**src/rtl/ctm_pkg.sv**
```systemverilog
package ctm_pkg;

    parameter int CNT_W = 24;

    typedef logic [CNT_W-1:0] cnt_t;

    typedef enum logic [2:0] {
        DIV1 = 3'd1,
        DIV2 = 3'd2,
        DIV4 = 3'd4
    } div_e;

    typedef struct packed {
        logic sample;
        logic cycle;
        logic calc;
        logic ready;
    } strobe_t;

    // Legal codes pass through; anything else runs undivided.
    function automatic div_e div_decode(input logic [3:0] code);
        case (code)
            4'd2:    return DIV2;
            4'd4:    return DIV4;
            default: return DIV1;
        endcase
    endfunction

    // A zero cycle count would never end a cycle; treat it as one.
    function automatic cnt_t len_fix(input cnt_t n);
        return (n == '0) ? cnt_t'(1) : n;
    endfunction

endpackage

```
**src/rtl/ctm_clkdiv.sv**
```systemverilog
module ctm_clkdiv
    import ctm_pkg::*;
(
    input  logic       clk,
    input  logic       rst,
    input  logic       hold,
    input  logic [3:0] div_sel,
    output logic       tick
);
    localparam int DW = 2;

    logic [DW-1:0] div_cnt;
    div_e          k_sel;
    logic          at_end;

    assign k_sel  = div_decode(div_sel);
    // ">=" lets a shrinking divider wrap at once instead of running long.
    assign at_end = ({1'b0, div_cnt} >= (3'(k_sel) - 3'd1));
    assign tick   = at_end;

    always_ff @(posedge clk) begin
        if (rst || hold) begin
            div_cnt <= '0;
        end else if (at_end) begin
            div_cnt <= '0;
        end else begin
            div_cnt <= div_cnt + 1'b1;
        end
    end
endmodule

```
**src/rtl/ctm_cycle_seq.sv**
```systemverilog
module ctm_cycle_seq
    import ctm_pkg::*;
#(
    parameter int SAMPLE_TICKS = 1024,
    parameter int N_DEFAULT    = 4000,
    parameter int N_MIN        = 11
) (
    input  logic    clk,
    input  logic    rst,
    input  logic    clr,
    input  logic    start,
    input  logic    tick,
    input  cnt_t    cyc_len,
    output strobe_t stb
);
    localparam int SMP_W = (SAMPLE_TICKS > 1) ? $clog2(SAMPLE_TICKS) : 1;
    localparam logic [SMP_W-1:0] SMP_LAST = SMP_W'(SAMPLE_TICKS - 1);

    logic             running;
    logic [SMP_W-1:0] smp_cnt;
    cnt_t             cyc_cnt;
    cnt_t             n_act;
    logic             rdy_q;
    logic             smp_last;
    logic             samp_w;
    logic             cyc_w;

    assign smp_last = (smp_cnt == SMP_LAST);
    assign samp_w   = running && tick && smp_last;
    assign cyc_w    = samp_w && (cyc_cnt == (n_act - cnt_t'(1)));

    assign stb.sample = samp_w;
    assign stb.cycle  = cyc_w;
    assign stb.calc   = cyc_w && (n_act >= cnt_t'(N_MIN));
    assign stb.ready  = rdy_q;

    always_ff @(posedge clk) begin
        if (rst) begin
            running <= 1'b0;
            smp_cnt <= '0;
            cyc_cnt <= '0;
            n_act   <= len_fix(cnt_t'(N_DEFAULT));
            rdy_q   <= 1'b0;
        end else if (clr) begin
            running <= 1'b0;
            smp_cnt <= '0;
            cyc_cnt <= '0;
            rdy_q   <= 1'b0;
        end else begin
            rdy_q <= cyc_w;
            if (!running) begin
                if (start) begin
                    running <= 1'b1;
                    smp_cnt <= '0;
                    cyc_cnt <= '0;
                    n_act   <= len_fix(cyc_len);
                end
            end else if (tick) begin
                if (smp_last) begin
                    smp_cnt <= '0;
                    if (cyc_w) begin
                        cyc_cnt <= '0;
                        n_act   <= len_fix(cyc_len);
                    end else begin
                        cyc_cnt <= cyc_cnt + cnt_t'(1);
                    end
                end else begin
                    smp_cnt <= smp_cnt + 1'b1;
                end
            end
        end
    end
endmodule

```
**src/rtl/ctm_softrst.sv**
```systemverilog
module ctm_softrst #(
    parameter int RST_CYCLES = 8
) (
    input  logic clk,
    input  logic rst,
    input  logic wr,
    output logic busy,
    output logic clr
);
    localparam int RC_W = $clog2(RST_CYCLES + 1);
    localparam logic [RC_W-1:0] RC_LAST = RC_W'(RST_CYCLES - 1);

    logic [RC_W-1:0] cnt;

    // The write edge itself already clears the datapath.
    assign clr = busy || wr;

    always_ff @(posedge clk) begin
        if (rst) begin
            busy <= 1'b0;
            cnt  <= '0;
        end else if (busy) begin
            if (cnt == RC_LAST) begin
                busy <= 1'b0;
                cnt  <= '0;
            end else begin
                cnt <= cnt + 1'b1;
            end
        end else if (wr) begin
            busy <= 1'b1;
            cnt  <= '0;
        end
    end
endmodule

```
**src/rtl/conv_cycle_timer.sv**
```systemverilog
module conv_cycle_timer
    import ctm_pkg::*;
#(
    parameter int SAMPLE_TICKS = 1024,
    parameter int N_DEFAULT    = 4000,
    parameter int N_MIN        = 11,
    parameter int RST_CYCLES   = 8
) (
    input  logic             clk,
    input  logic             rst,
    input  logic [3:0]       div_sel,
    input  logic [CNT_W-1:0] cyc_len,
    input  logic             rst_bit_wr,
    input  logic             start,
    output logic             tick_en,
    output logic             sample_stb,
    output logic             cycle_stb,
    output logic             calc_stb,
    output logic             ready_stb,
    output logic             rst_req
);
    logic    sr_busy;
    logic    sr_clr;
    logic    tick_raw;
    strobe_t stb;

    ctm_softrst #(.RST_CYCLES(RST_CYCLES)) u_sr (
        .clk  (clk),
        .rst  (rst),
        .wr   (rst_bit_wr),
        .busy (sr_busy),
        .clr  (sr_clr)
    );

    ctm_clkdiv u_div (
        .clk     (clk),
        .rst     (rst),
        .hold    (sr_clr),
        .div_sel (div_sel),
        .tick    (tick_raw)
    );

    ctm_cycle_seq #(
        .SAMPLE_TICKS (SAMPLE_TICKS),
        .N_DEFAULT    (N_DEFAULT),
        .N_MIN        (N_MIN)
    ) u_seq (
        .clk     (clk),
        .rst     (rst),
        .clr     (sr_clr),
        .start   (start),
        .tick    (tick_raw),
        .cyc_len (cnt_t'(cyc_len)),
        .stb     (stb)
    );

    assign tick_en    = tick_raw && !sr_busy;
    assign sample_stb = stb.sample;
    assign cycle_stb  = stb.cycle;
    assign calc_stb   = stb.calc;
    assign ready_stb  = stb.ready;
    assign rst_req    = sr_busy;
endmodule

```
**config.mk**
```make
export PLATFORM = sky130hd
export DESIGN_NAME = conv_cycle_timer
export DESIGN_NICKNAME = d
export VERILOG_FILES = /design/src/rtl/ctm_pkg.sv /design/src/rtl/ctm_clkdiv.sv /design/src/rtl/ctm_cycle_seq.sv /design/src/rtl/ctm_softrst.sv /design/src/rtl/conv_cycle_timer.sv
export SDC_FILE = /design/constraint.sdc
export NUM_CORES = 1
export LEC_CHECK = 0
export BUFFER_PORTS_ARGS = -buffer_cell sky130_fd_sc_hd__buf_2
export CAP_MARGIN = 15
export CORE_AREA = 8 8 85 95
export CTS_BUF_LIST = sky130_fd_sc_hd__clkbuf_8
export DETAILED_ROUTE_END_ITERATION = 12
export DIE_AREA = 0 0 93 103
export GPL_ROUTABILITY_DRIVEN = 0
export GPL_TIMING_DRIVEN = 0
export HOLD_SLACK_MARGIN = 0.05
export PLACE_DENSITY = 0.81
export SETUP_SLACK_MARGIN = 0.2
export SYNTH_ARGS = -nofsm -noshare
export SYNTH_HDL_FRONTEND = slang
export SYNTH_SLANG_ARGS = --single-unit
```
**constraint.sdc**
```tcl
create_clock -name clk -period 3.6 [get_ports clk]
set_input_delay 0.36 -clock clk [delete_from_list [all_inputs] [get_ports clk]]
set_output_delay 0.36 -clock clk [all_outputs]
set_load 0.1 [all_outputs]
```
==> results of run 1 <==
-- registers in the layout (all words and copies together), names as in the netlist --
name	cells
u_div.div_cnt	2
u_seq.cyc_cnt	24
u_seq.n_act	24
u_seq.rdy_q	1
u_seq.running	1
u_seq.smp_cnt	10
u_sr.busy	1
u_sr.cnt	4
-- through the flow --
stage,utilization [%],hold WS [ns],total power [mW],instance area (um^2)
6_report,76.6,0.269,1.81,4930
5_1_grt,76.6,0.273,1.87,4930
4_1_cts,74.9,0.248,1.79,4820
3_5_place_dp,66.1,0.454,0.981,4260
3_3_place_gp,66.1,0.437,0.975,4260
2_1_floorplan,-,0.425,0.919,3980
-- cells by family (layout without fill, tap and decap cells) --
family                   after synthesis  count (layout)  synth area share (%)
AO/OA/AOI/OAI                        106             106                  17.1
XOR/XNOR                              50              50                  11.3
adder cells (fa/ha/maj)                7               7                  2.20
buffers and inverters                 31             105                  4.24
flip-flops                            67              67                  34.7
multiplexers                           6               6                  1.55
AND/OR/NAND/NOR                      216             216                  28.9
-- power groups by stage --
stage,logic (mW),clock network (mW),registers [mW]
floorplan,0.128,0,0.791
global placement,0.184,0,0.791
detailed placement,0.189,0,0.792
CTS,0.222,0.792,0.774
global route,0.264,0.831,0.780
finish,0.246,0.784,0.779
-- layout by cell type, fill, tap and decap left out, types with 12 or more instances in the layout --
cell type	n
xnor2_1	31
a21oi_1	35
nand3_1	26
nor3_1	13
buf_4	17
nand2_1	20
nand3_2	12
xor2_1	18
and3_1	16
o21ai_0	14
nor2_1	71
dfxtp_1	65
buf_2	35
-- per-layer routing --
| layer | GRT usage [%] | share of wire (%) | wire length [um] |
|---|---|---|---|
| met4 | 14.4 | 4.9 | 590 |
| met3 | 5.54 | 7.7 | 922 |
| met5 | 0 | 0 | 0 |
| met1 | 26.8 | 37 | 4470 |
| met2 | 42.5 | 50 | 6030 |
-- final cells by class --
type                       count  area, um^2
fill                         441        1510
clock inverter                 7         125
inverter                      12        53.8
clock buffer                   9         124
tap                           82         103
buffer                        19         145
timing repair buffer          58         398
multi-input combinational    385        2640
sequential                    67        1350
-- worst reg2reg max path, delay by kind of cell (launching register included) --
kind                   cells  cell delay (ns)
flip-flops                 1             0.39
multiplexers               1             0.21
AO/OA/AOI/OAI              3             0.95
AND/OR/NAND/NOR            4             1.82
buffers and inverters      2             0.28
-- worst max-delay path by stage --
stage	from	to	slack, ns	cells past startpoint
3_5_place_dp	u_seq.n_act[0]	calc_stb	-0.47	10
6_report	u_seq.n_act[12]	calc_stb	-0.52	8
4_1_cts	u_seq.n_act[1]	calc_stb	-0.32	10
3_3_place_gp	u_seq.n_act[0]	calc_stb	-0.44	10
2_1_floorplan	div_sel[1]	calc_stb	-0.36	10
5_1_grt	u_seq.n_act[12]	calc_stb	-0.70	8
-- what timing repair did --
| item | in CTS | in global routing |
|---|---|---|
| buffers inserted | 20 | 0 |
| pin swaps | 9 | 14 |
| gates resized for setup | 45 | 26 |
| endpoints found under the setup margin | 51 | 50 |
| gates cloned | 2 | 0 |
==> key figures, run 1 <==
Outcome
  – Outcome: complete, but fails checks
  – Failing checks: negative setup slack

Global route
  – Global-route wire length before repair: approximately 19 mm
  – Number of global-route vias before repair: slightly above 4k
  – Initial antenna violation count: 0
  – Total global-route track usage: roughly 24%
  – Largest net degree at the start of global routing: 14
  – GRT Residual Overflow: 0

Clock network
  – Hold Buf Count CTS: 0
  – CTS max path bufs: 2
  – CTS buffer count: 9
  – Clk_lat worst skew: ~0.36 ns
  – Clk sinks: 67
  – Clock slew at reported path FFs: about 0.080 ns
  – CTS tree: done
  – H-tree levels: 3
  – Root Buffer: clkbuf_8

Timing
  – RSZ-0062 raised after global routing: yes
  – Normalized max-slew margin: 21.1%
  – Tcrit/Tclk final: 114%
  – Pins Over Slew Limit: 0
  – Min Tclk post-route: between 4 and 5 ns
  – Final TNS setup: -3.45 ns
  – Final setup viols: between 40 and 50
  – Max Freq: roughly 240 MHz
  – Slew @ Worst Pin: around 1.2 ns
  – Clock skew: ~0.012 ns
  – Final hold violation count: 0
  – Final worst slack: -0.518 ns

Pwr
  – Net Switching: roughly 0.5 mW
  – Net Sw Frac: 27.2%
  – Seq pwr share: between 40% and 50%
  – Cell internal pwr: around 1.3 mW
  – Combinational share of power: between 10% and 20%
  – Pwr Density: about 370 nW/um^2
  – Clk pwr share: 43.3%
  – Max VDD drop: ~0.35 mV
  – Static Leak: between 1.5 and 2 nW

Synthesis
  – Synthesized Nets: 521
  – Synth Flop Type: dfxtp_1
  – Synth area leader: dfxtp_1
  – Cell area after synthesis: approximately 3900 um^2
  – EDFF count, synth: 0
  – Synth warn: 0
  – Yosys top cell area share: between 30% and 40%
  – Syn Area/Cell: roughly 8.0 um^2
  – Count leader, synth: nor2_1
  – Synth top area cells: dfxtp_1 (35%), xnor2_1 (7.2%), nor2_1 (7.0%)
  – #FFs+latches synth: 67
  – Seq/Total Area, Yosys: between 30% and 40%
  – Synth cell count leaders: nor2_1 (72), dfxtp_1 (67), a21oi_1 (38), nand3_1 (38), xnor2_1 (32)
  – Library cells used by synthesis: between 50 and 60
  – Post-synthesis cell count: just under 500
  – Asr flop ratio synth: 0%

Worst setup path
  – Crit Path Category: reg2out
  – Worst-path fanout max: 10
  – Worst path bufs/invs: 1
  – Crit-path max cell delay: ~0.8 ns
  – FF-to-FF End: u_seq.n_act[8]
  – Worst Setup End Kind: primary output
  – Worst R2R Setup Slack: -0.12 ns
  – Top delay family on crit path: simple AND/OR/NAND/NOR gates
  – Worst setup SP type: register
  – Worst EP required: around 3.2 ns
  – Reg-to-reg critical path startpoint: u_seq.n_act[12]
  – Crit-path slowest cell: nor4_1
  – R2R depth: 10
  – Crit path DAT: about 3.8 ns
  – CP Cell Sequence: nor4_1 -> nand3_2 -> or4_1 -> a211o_1 -> a32o_1 -> or3_4 -> nor2_4 -> buf_12

Route
  – First-pass DRT Iterations: 5
  – Routed WL: 12.0 mm
  – Vias/cell: ~6.4
  – Antenna-violating nets left: 0
  – Avg WL per Cell: approximately 19 um
  – DRC errors left: 0
  – Initial DRC Count: 487
  – Vias: slightly above 4k

Place
  – DPL Wire Length: 7.63 mm
  – Port bufs: 36
  – Placed insts: ~600
  – Worst slack, placed: -0.467 ns

Floorplanning
  – Die height: roughly 100 um
  – Die area: between 9000 and 10000 um^2
  – # rows: 31
  – Initial core utilization: around three fifths
  – Core area: 6440 um^2
  – Die W: around 93 um
  – # IOs: 38

Hold path
  – Min-Delay Path Depth: 3
  – Worst Hold End: u_seq.n_act[1]
  – HP Class: in2reg
  – HP Start: cyc_len[1]

Layout
  – Area grow syn2layout: 27.4%
  – Final cell count without fillers: approximately 640
  – Layout cells sized above 1: between 20 and 30%
  – Diodes inserted: 0
  – Nets: ~600

Job
  – Max cap viols: 0
(Power assumes the default switching activity.)
==> run 2, diff against run 1 <==
--- a/config.mk
+++ b/config.mk
@@ -7,15 +7,14 @@
 export LEC_CHECK = 0
 export BUFFER_PORTS_ARGS = -buffer_cell sky130_fd_sc_hd__buf_2
 export CAP_MARGIN = 15
-export CORE_AREA = 8 8 85 95
+export CORE_AREA = 2 2 79 89
 export CTS_BUF_LIST = sky130_fd_sc_hd__clkbuf_8
 export DETAILED_ROUTE_END_ITERATION = 12
-export DIE_AREA = 0 0 93 103
+export DIE_AREA = 0 0 81 91
 export GPL_ROUTABILITY_DRIVEN = 0
 export GPL_TIMING_DRIVEN = 0
 export HOLD_SLACK_MARGIN = 0.05
 export PLACE_DENSITY = 0.81
-export SETUP_SLACK_MARGIN = 0.2
 export SYNTH_ARGS = -nofsm -noshare
 export SYNTH_HDL_FRONTEND = slang
 export SYNTH_SLANG_ARGS = --single-unit
==> key figures, run 2 (synthesis results as in run 1) <==
Timing
  – Tcrit/Tclk final: 108% (was 114%)
  – Clock skew: 0.0107 ns (was 0.0116 ns)
  – Final TNS setup: -0.592 ns (was -3.45 ns)
  – Normalized max-slew margin: 33.2% (was 21.1%)
  – Pins Over Slew Limit: 0 (unchanged)
  – Final worst slack: -0.291 ns (was -0.518 ns)
  – Final hold violation count: 0 (unchanged)
  – Final setup viols: 13 (was 44)
  – Min Tclk post-route: 3.89 ns (was 4.12 ns)
  – RSZ-0062 raised after global routing: yes (unchanged)
  – Slew @ Worst Pin: 0.994 ns (was 1.17 ns)
  – Max Freq: 257 MHz (was 243 MHz)

Route
  – First-pass DRT Iterations: 5 (unchanged)
  – Met2 wire len: 5.39 mm (was 6.03 mm)
  – Avg WL per Cell: 16.4 um (was 18.8 um)
  – Initial DRC Count: 280 (was 487)
  – Vias/cell: 6.07 (was 6.45)
  – Antenna-violating nets left: 0 (unchanged)
  – DRC errors left: 0 (unchanged)
  – M1 WL: 4.38 mm (was 4.47 mm)
  – Met3 routed WL: 379 um (was 922 um)
  – Routed WL: 10.3 mm (was 12.0 mm)
  – Max layer used: met4 (unchanged)
  – Vias: 3830 (was 4120)

Pwr
  – Combinational share of power: 13.6% (about the same)
  – Clk pwr share: 37.8% (was 43.3%)
  – Net Switching: 0.448 mW (was 0.493 mW)
  – Net Sw Frac: 27.9% (was 27.2%)
  – Cell internal pwr: 1.16 mW (was 1.32 mW)
  – Seq pwr share: 48.5% (was 43.1%)
  – Static Leak: 1.68 nW (was 1.78 nW)
  – Pwr Density: 344 nW/um^2 (was 367 nW/um^2)
  – Max VDD drop: 0.236 mV (was 0.353 mV)
  – Tot Pwr: 1.60 mW (was 1.81 mW)

Layout
  – Largest registers: u_seq.cyc_cnt (24), u_seq.n_act (24), u_seq.smp_cnt (10) (unchanged)
  – Commonest non-fill, non-tap cell in the layout: nor2_1 (unchanged)
  – Layout cells sized above 1: 19.9% (was 25.3%)
  – Diodes inserted: 0 (unchanged)
  – Nets: 583 (was 590)
  – Most frequent cells in the layout: nor2_1 (70), dfxtp_1 (64), a21oi_1 (38) (was nor2_1 (71), dfxtp_1 (65), a21oi_1 (35), buf_2 (35), xnor2_1 (31))
  – Fill count: 509 (was 441)
  – Area grow syn2layout: 20.4% (was 27.4%)

Floorplanning
  – Die height: 91 um (was 103 um)
  – # IOs: 38 (unchanged)
  – Die W: 81 um (was 93 um)
  – Initial core utilization: 60.1% (unchanged)
  – # rows: 31 (unchanged)
  – Core area: 6440 um^2 (unchanged)
  – Die area: 7370 um^2 (was 9580 um^2)

Worst setup path
  – FF-to-FF End: u_seq.cyc_cnt[3] (was u_seq.n_act[8])
  – Worst EP required: 3.24 ns (about the same)
  – Worst-path fanout max: 4 (was 10)
  – Worst setup SP type: register (unchanged)
  – Worst Setup End Kind: primary output (unchanged)
  – Reg-to-reg critical path startpoint: u_seq.n_act[0] (was u_seq.n_act[12])
  – Worst Setup EP: calc_stb (unchanged)
  – R2R depth: 14 (was 10)
  – Worst setup path startpoint: u_seq.n_act[0] (was u_seq.n_act[12])
  – Worst R2R Setup Slack: -0.01 ns (was -0.12 ns)
  – Crit Path Category: reg2out (unchanged)
  – Crit path DAT: 3.53 ns (was 3.76 ns)

Hold path
  – HP Class: in2reg (unchanged)

Clock network
  – CTS tree: done (unchanged)
  – H-tree levels: 3 (unchanged)
  – CTS buffer count: 9 (unchanged)
  – Clk sinks: 67 (unchanged)
  – Hold Buf Count CTS: 0 (unchanged)
  – Root Buffer: clkbuf_8 (unchanged)
  – CTS max path bufs: 2 (unchanged)
  – Clk_lat worst skew: 0.36 ns (about the same)
  – Clock slew at reported path FFs: 0.08 ns (about the same)

Global route
  – Total global-route track usage: 28.6% (was 24.4%)
  – GRT Residual Overflow: 0 (unchanged)
  – Global-route wire length before repair: 16.5 mm (was 18.9 mm)
  – Number of global-route vias before repair: 3612 (was 4034)
  – Initial antenna violation count: 0 (unchanged)
  – Largest net degree at the start of global routing: 12 (was 14)

Job
  – Max cap viols: 0 (unchanged)

Place
  – Port bufs: 36 (unchanged)
  – DPL Wire Length: 7.23 mm (was 7.63 mm)

Outcome
  – Failing checks: negative setup slack (unchanged)
  – Outcome: complete, but fails checks (unchanged)
[run 2: cell types whose count changed in the layout (fill, tap and decap cells not counted), moves of 4 or more]
cell	before	now
nand3_2	12	1
buf_4	17	8
nand3_1	26	37
o21ai_2	10	0
o21ai_4	5	1
o21ai_0	14	27
[run 2: area by class of cell]
| cell class | count | area (um^2) | area share, % |
|---|---|---|---|
| tap | 82 | 103 | 2.20 |
| timing repair buffer | 52 | 369 | 7.92 |
| clock buffer | 9 | 124 | 2.66 |
| sequential | 67 | 1350 | 29.0 |
| inverter | 12 | 51.3 | 1.10 |
| clock inverter | 6 | 58.8 | 1.26 |
| multi-input combinational | 385 | 2490 | 53.4 |
| buffer | 18 | 115 | 2.47 |
[run 2: metrics by stage]
| stage | utilization [%] | setup WS (ns) | instances | cell area [um^2] | hold WS, ns |
|---|---|---|---|---|---|
| floorplan | - | -0.357 | 483 | 3910 | 0.425 |
| global placement | 65.1 | -0.434 | 601 | 4190 | 0.435 |
| detailed placement | 65.1 | -0.475 | 601 | 4190 | 0.443 |
| CTS | 70.2 | -0.324 | 622 | 4520 | 0.260 |
| global route | 72.4 | -0.369 | 631 | 4660 | 0.269 |
| finish | 72.4 | -0.291 | 631 | 4660 | 0.268 |
[run 2: power groups by stage]
stage	logic (mW)	clock network (mW)	registers, mW
after floorplan	0.123	0	0.791
after global placement	0.176	0	0.791
after detailed placement	0.181	0	0.792
after CTS	0.196	0.608	0.776
after global routing	0.237	0.648	0.779
final	0.219	0.607	0.778
[run 2: worst min path at each step]
stage / startpoint / end / slack, ns / depth (start not counted)
floorplan: u_div.div_cnt[0] / u_div.div_cnt[0] / 0.43 / 1
global placement: u_div.div_cnt[0] / u_div.div_cnt[0] / 0.43 / 1
detailed placement: u_div.div_cnt[0] / u_div.div_cnt[0] / 0.44 / 1
CTS: start / u_seq.running / 0.26 / 3
global route: cyc_len[6] / u_seq.n_act[6] / 0.27 / 3
finish: start / u_seq.running / 0.27 / 3
[run 2: routing by layer]
metal  global-route usage, %  up-vias
met5                       0        -
met4                    10.0        0
met3                    5.17       24
met2                    49.0       98
met1                    35.2     1842
li1                        -     1866
[run 2: repair_timing]
| item | 4_1_cts | 5_1_grt |
|---|---|---|
| setup endpoints to repair | 50 | 50 |
| cloned | 0 | 2 |
| pin swaps | 7 | 7 |
| buffers inserted | 7 | 7 |
| gates resized for setup | 27 | 22 |
[run 2: worst max-delay path: stages, from the launching register on]
cell and delay (ns):
dfxtp_4 0.36, inv_2 0.06, ha_4 0.13, or3b_4 0.38, or4_4 0.51, a2111oi_4 0.33
o2111ai_1 0.16, or4_4 0.52, or3_4 0.40, nor2_4 0.13, buf_12 0.18
==> run 3, diff against run 2 <==
--- a/config.mk
+++ b/config.mk
@@ -5,12 +5,13 @@
 export SDC_FILE = /design/constraint.sdc
 export NUM_CORES = 1
 export LEC_CHECK = 0
+export ABC_AREA = 1
 export BUFFER_PORTS_ARGS = -buffer_cell sky130_fd_sc_hd__buf_2
 export CAP_MARGIN = 15
-export CORE_AREA = 2 2 79 89
+export CORE_AREA = 2 2 83 93
 export CTS_BUF_LIST = sky130_fd_sc_hd__clkbuf_8
 export DETAILED_ROUTE_END_ITERATION = 12
-export DIE_AREA = 0 0 81 91
+export DIE_AREA = 0 0 85 95
 export GPL_ROUTABILITY_DRIVEN = 0
 export GPL_TIMING_DRIVEN = 0
 export HOLD_SLACK_MARGIN = 0.05
==> key figures, run 3 <==
Outcome
  – Outcome: finished clean (was complete, but fails checks)

Timing
  – RSZ-0062 raised after global routing: no (was yes)
  – Final TNS setup: 0 ns (was -0.592 ns)
  – Clock skew: 0.00876 ns (was 0.0107 ns)
  – Normalized max-slew margin: 61.3% (was 33.2%)
  – Final setup viols: 0 (was 13)
  – Tcrit/Tclk final: 91.1% (was 108%)
  – Min Tclk post-route: 3.28 ns (was 3.89 ns)
  – Final worst slack: 0.320 ns (was -0.291 ns)
  – Final hold violation count: 0 (unchanged)
  – Slew @ Worst Pin: 0.578 ns (was 0.994 ns)
  – Pins Over Slew Limit: 0 (unchanged)
  – Max Freq: 305 MHz (was 257 MHz)

Synthesis
  – Synth area leader: dfxtp_1 (unchanged)
  – Synth Flop Type: dfxtp_1 (unchanged)
  – Count leader, synth: nand2_1 (was nor2_1)
  – Synth top area cells: dfxtp_1 (31%), nand2_1 (16%), nor2_1 (9.5%) (was dfxtp_1 (35%), xnor2_1 (7.2%), nor2_1 (7.0%))
  – EDFF count, synth: 0 (unchanged)
  – Syn Area/Cell: 6.42 um^2 (was 8.01 um^2)
  – #FFs+latches synth: 67 (unchanged)
  – Post-synthesis cell count: 678 (was 483)
  – Asr flop ratio synth: 0% (unchanged)
  – Synth cell count leaders: nand2_1 (191), nor2_1 (110), inv_1 (73) (was nor2_1 (72), dfxtp_1 (67), a21oi_1 (38), nand3_1 (38), xnor2_1 (32))
  – Cell area after synthesis: 4350 um^2 (was 3870 um^2)
  – Library cells used by synthesis: 44 (was 54)
  – Seq/Total Area, Yosys: 30.8% (was 34.7%)
  – Yosys top cell area share: 30.8% (was 34.7%)
  – Synth warn: 0 (unchanged)
  – Synthesized Nets: 716 (was 521)

Layout
  – Final cell count without fillers: 818 (was 631)
  – Layout cells sized above 1: 12.6% (was 19.9%)
  – Most frequent cells in the layout: nand2_1 (191), nor2_1 (110), inv_1 (76) (was nor2_1 (70), dfxtp_1 (64), a21oi_1 (38))
  – Area grow syn2layout: 10.9% (was 20.4%)
  – Nets: 764 (was 583)
  – Largest registers: u_seq.cyc_cnt (24), u_seq.n_act (24), u_seq.smp_cnt (10) (unchanged)
  – Diodes inserted: 0 (unchanged)
  – Commonest non-fill, non-tap cell in the layout: nand2_1 (was nor2_1)

Floorplanning
  – # rows: 33 (was 31)
  – Die W: 85 um (was 81 um)
  – # IOs: 38 (unchanged)
  – Initial core utilization: 60.2% (was 60.1%)
  – Die area: 8080 um^2 (was 7370 um^2)
  – Die height: 95 um (was 91 um)
  – Core area: 7230 um^2 (was 6440 um^2)

Worst setup path
  – Crit Path Category: reg2out (unchanged)
  – Worst path bufs/invs: 2 (unchanged)
  – Crit-path slowest cell: buf_2 (was or4_4)
  – CP Cell Sequence: inv_1 -> ha_1 -> o21ai_0 -> a21oi_1 -> nand4_1 -> nor2_1 -> nand2_1 -> nor2_2 -> nand2_4 -> a41oi_2 -> buf_2 (was inv_2 -> ha_4 -> or3b_4 -> or4_4 -> a2111oi_4 -> o2111ai_1 -> or4_4 -> or3_4 -> nor2_4 -> buf_12)
  – Worst Setup End Kind: primary output (unchanged)
  – Top delay family on crit path: simple AND/OR/NAND/NOR gates (unchanged)
  – Crit path DAT: 2.92 ns (was 3.53 ns)
  – Worst-path fanout max: 5 (was 4)
  – Worst EP required: 3.24 ns (about the same)
  – Worst setup SP type: register (unchanged)
  – Crit-path max cell delay: 0.47 ns (was 0.52 ns)

Pwr
  – Max VDD drop: 0.227 mV (was 0.236 mV)
  – Pwr Density: 344 nW/um^2 (about the same)
  – Static Leak: 2.20 nW (was 1.68 nW)

Route
  – Vias: 4423 (was 3830)
  – Routed WL: 11.2 mm (was 10.3 mm)
  – First-pass DRT Iterations: 7 (was 5)
  – Avg WL per Cell: 13.7 um (was 16.4 um)
  – DRC errors left: 0 (unchanged)
  – Initial DRC Count: 295 (was 280)
  – Vias/cell: 5.41 (was 6.07)
  – Antenna-violating nets left: 0 (unchanged)

Job
  – Max cap viols: 0 (unchanged)

Clock network
  – CTS buffer count: 9 (unchanged)
  – Root Buffer: clkbuf_8 (unchanged)
  – Clk sinks: 67 (unchanged)
  – Clock slew at reported path FFs: 0.07 ns (was 0.08 ns)
  – CTS tree: done (unchanged)
  – Setup bufs post-CTS: 0 (was 7)
  – Resized Gates After CTS: 0 (was 27)
  – Hold Buf Count CTS: 0 (unchanged)
  – CTS max path bufs: 2 (unchanged)
  – H-tree levels: 3 (unchanged)
  – Clk_lat worst skew: 0.35 ns (was 0.36 ns)

Global route
  – Initial antenna violation count: 0 (unchanged)
  – Total global-route track usage: 29.1% (was 28.6%)
  – GRT Residual Overflow: 0 (unchanged)
  – Global-route wire length before repair: 18.6 mm (was 16.5 mm)
  – Number of global-route vias before repair: 4090 (was 3612)
  – Largest net degree at the start of global routing: 11 (was 12)

Place
  – Worst slack, placed: 0.452 ns (was -0.475 ns)
  – DPL Wire Length: 8.62 mm (was 7.23 mm)
  – Port bufs: 37 (was 36)
  – Placed insts: 802 (was 601)

Hold path
  – HP Class: in2reg (unchanged)
[run 3: worst min-delay path, stage by stage]
cell    delay [ns]
buf_2         0.09
nor2_1        0.04
nor2_1        0.08
[run 3: final cells by class]
cell class	count	area, um^2
Buffer	13	106
Fill cell	690	2400
Sequential cell	67	1340
Inverter	79	297
Clock buffer	11	151
Tap cell	87	109
Clock inverter	5	21.3
Timing Repair Buffer	37	185
Multi-Input combinational cell	519	2620
[run 3: kinds of logic after synthesis]
family                   synth area share (%)
AND/OR/NAND/NOR                          43.1
flip-flops                               30.8
XOR/XNOR                                 7.04
adder cells (fa/ha/maj)                  1.72
AO/OA/AOI/OAI                            8.08
buffers and inverters                    9.26
[run 3: metal layers]
metal	part of all wire, %	wire length (um)	global-route usage, %
met1	44	4950	35.8
met2	48	5380	50.5
met3	5.3	598	5.16
met4	2.4	266	11.5
met5	0	0	0
[run 3: per-stage QoR]
step	hold WS, ns	power (mW)	utilization, %	cell area [um^2]
6_report	0.247	1.66	66.8	4830
2_1_floorplan	0.425	1.03	-	4360
4_1_cts	0.242	1.67	66.8	4830
5_1_grt	0.267	1.74	66.8	4830
3_3_place_gp	0.435	1.10	64.4	4650
3_5_place_dp	0.456	1.11	64.4	4650
[run 3: final timing paths]
kind                          from                to  slack (ns)  cells past startpoint
setup / recovery  u_div.div_cnt[0]          calc_stb        0.32                     11
hold / removal         cyc_len[23]   u_seq.n_act[23]        0.25                      3
setup reg to reg  u_div.div_cnt[0]   u_seq.n_act[20]        1.02                     14
hold reg to reg   u_div.div_cnt[0]  u_div.div_cnt[0]        0.46                      1
[run 3: power by group]
group          switching, mW  internal [mW]  total, mW
Clock                  0.282          0.278      0.560
Sequential            0.0362          0.765      0.801
Combinational          0.195          0.106      0.301
Total                  0.513           1.15       1.66
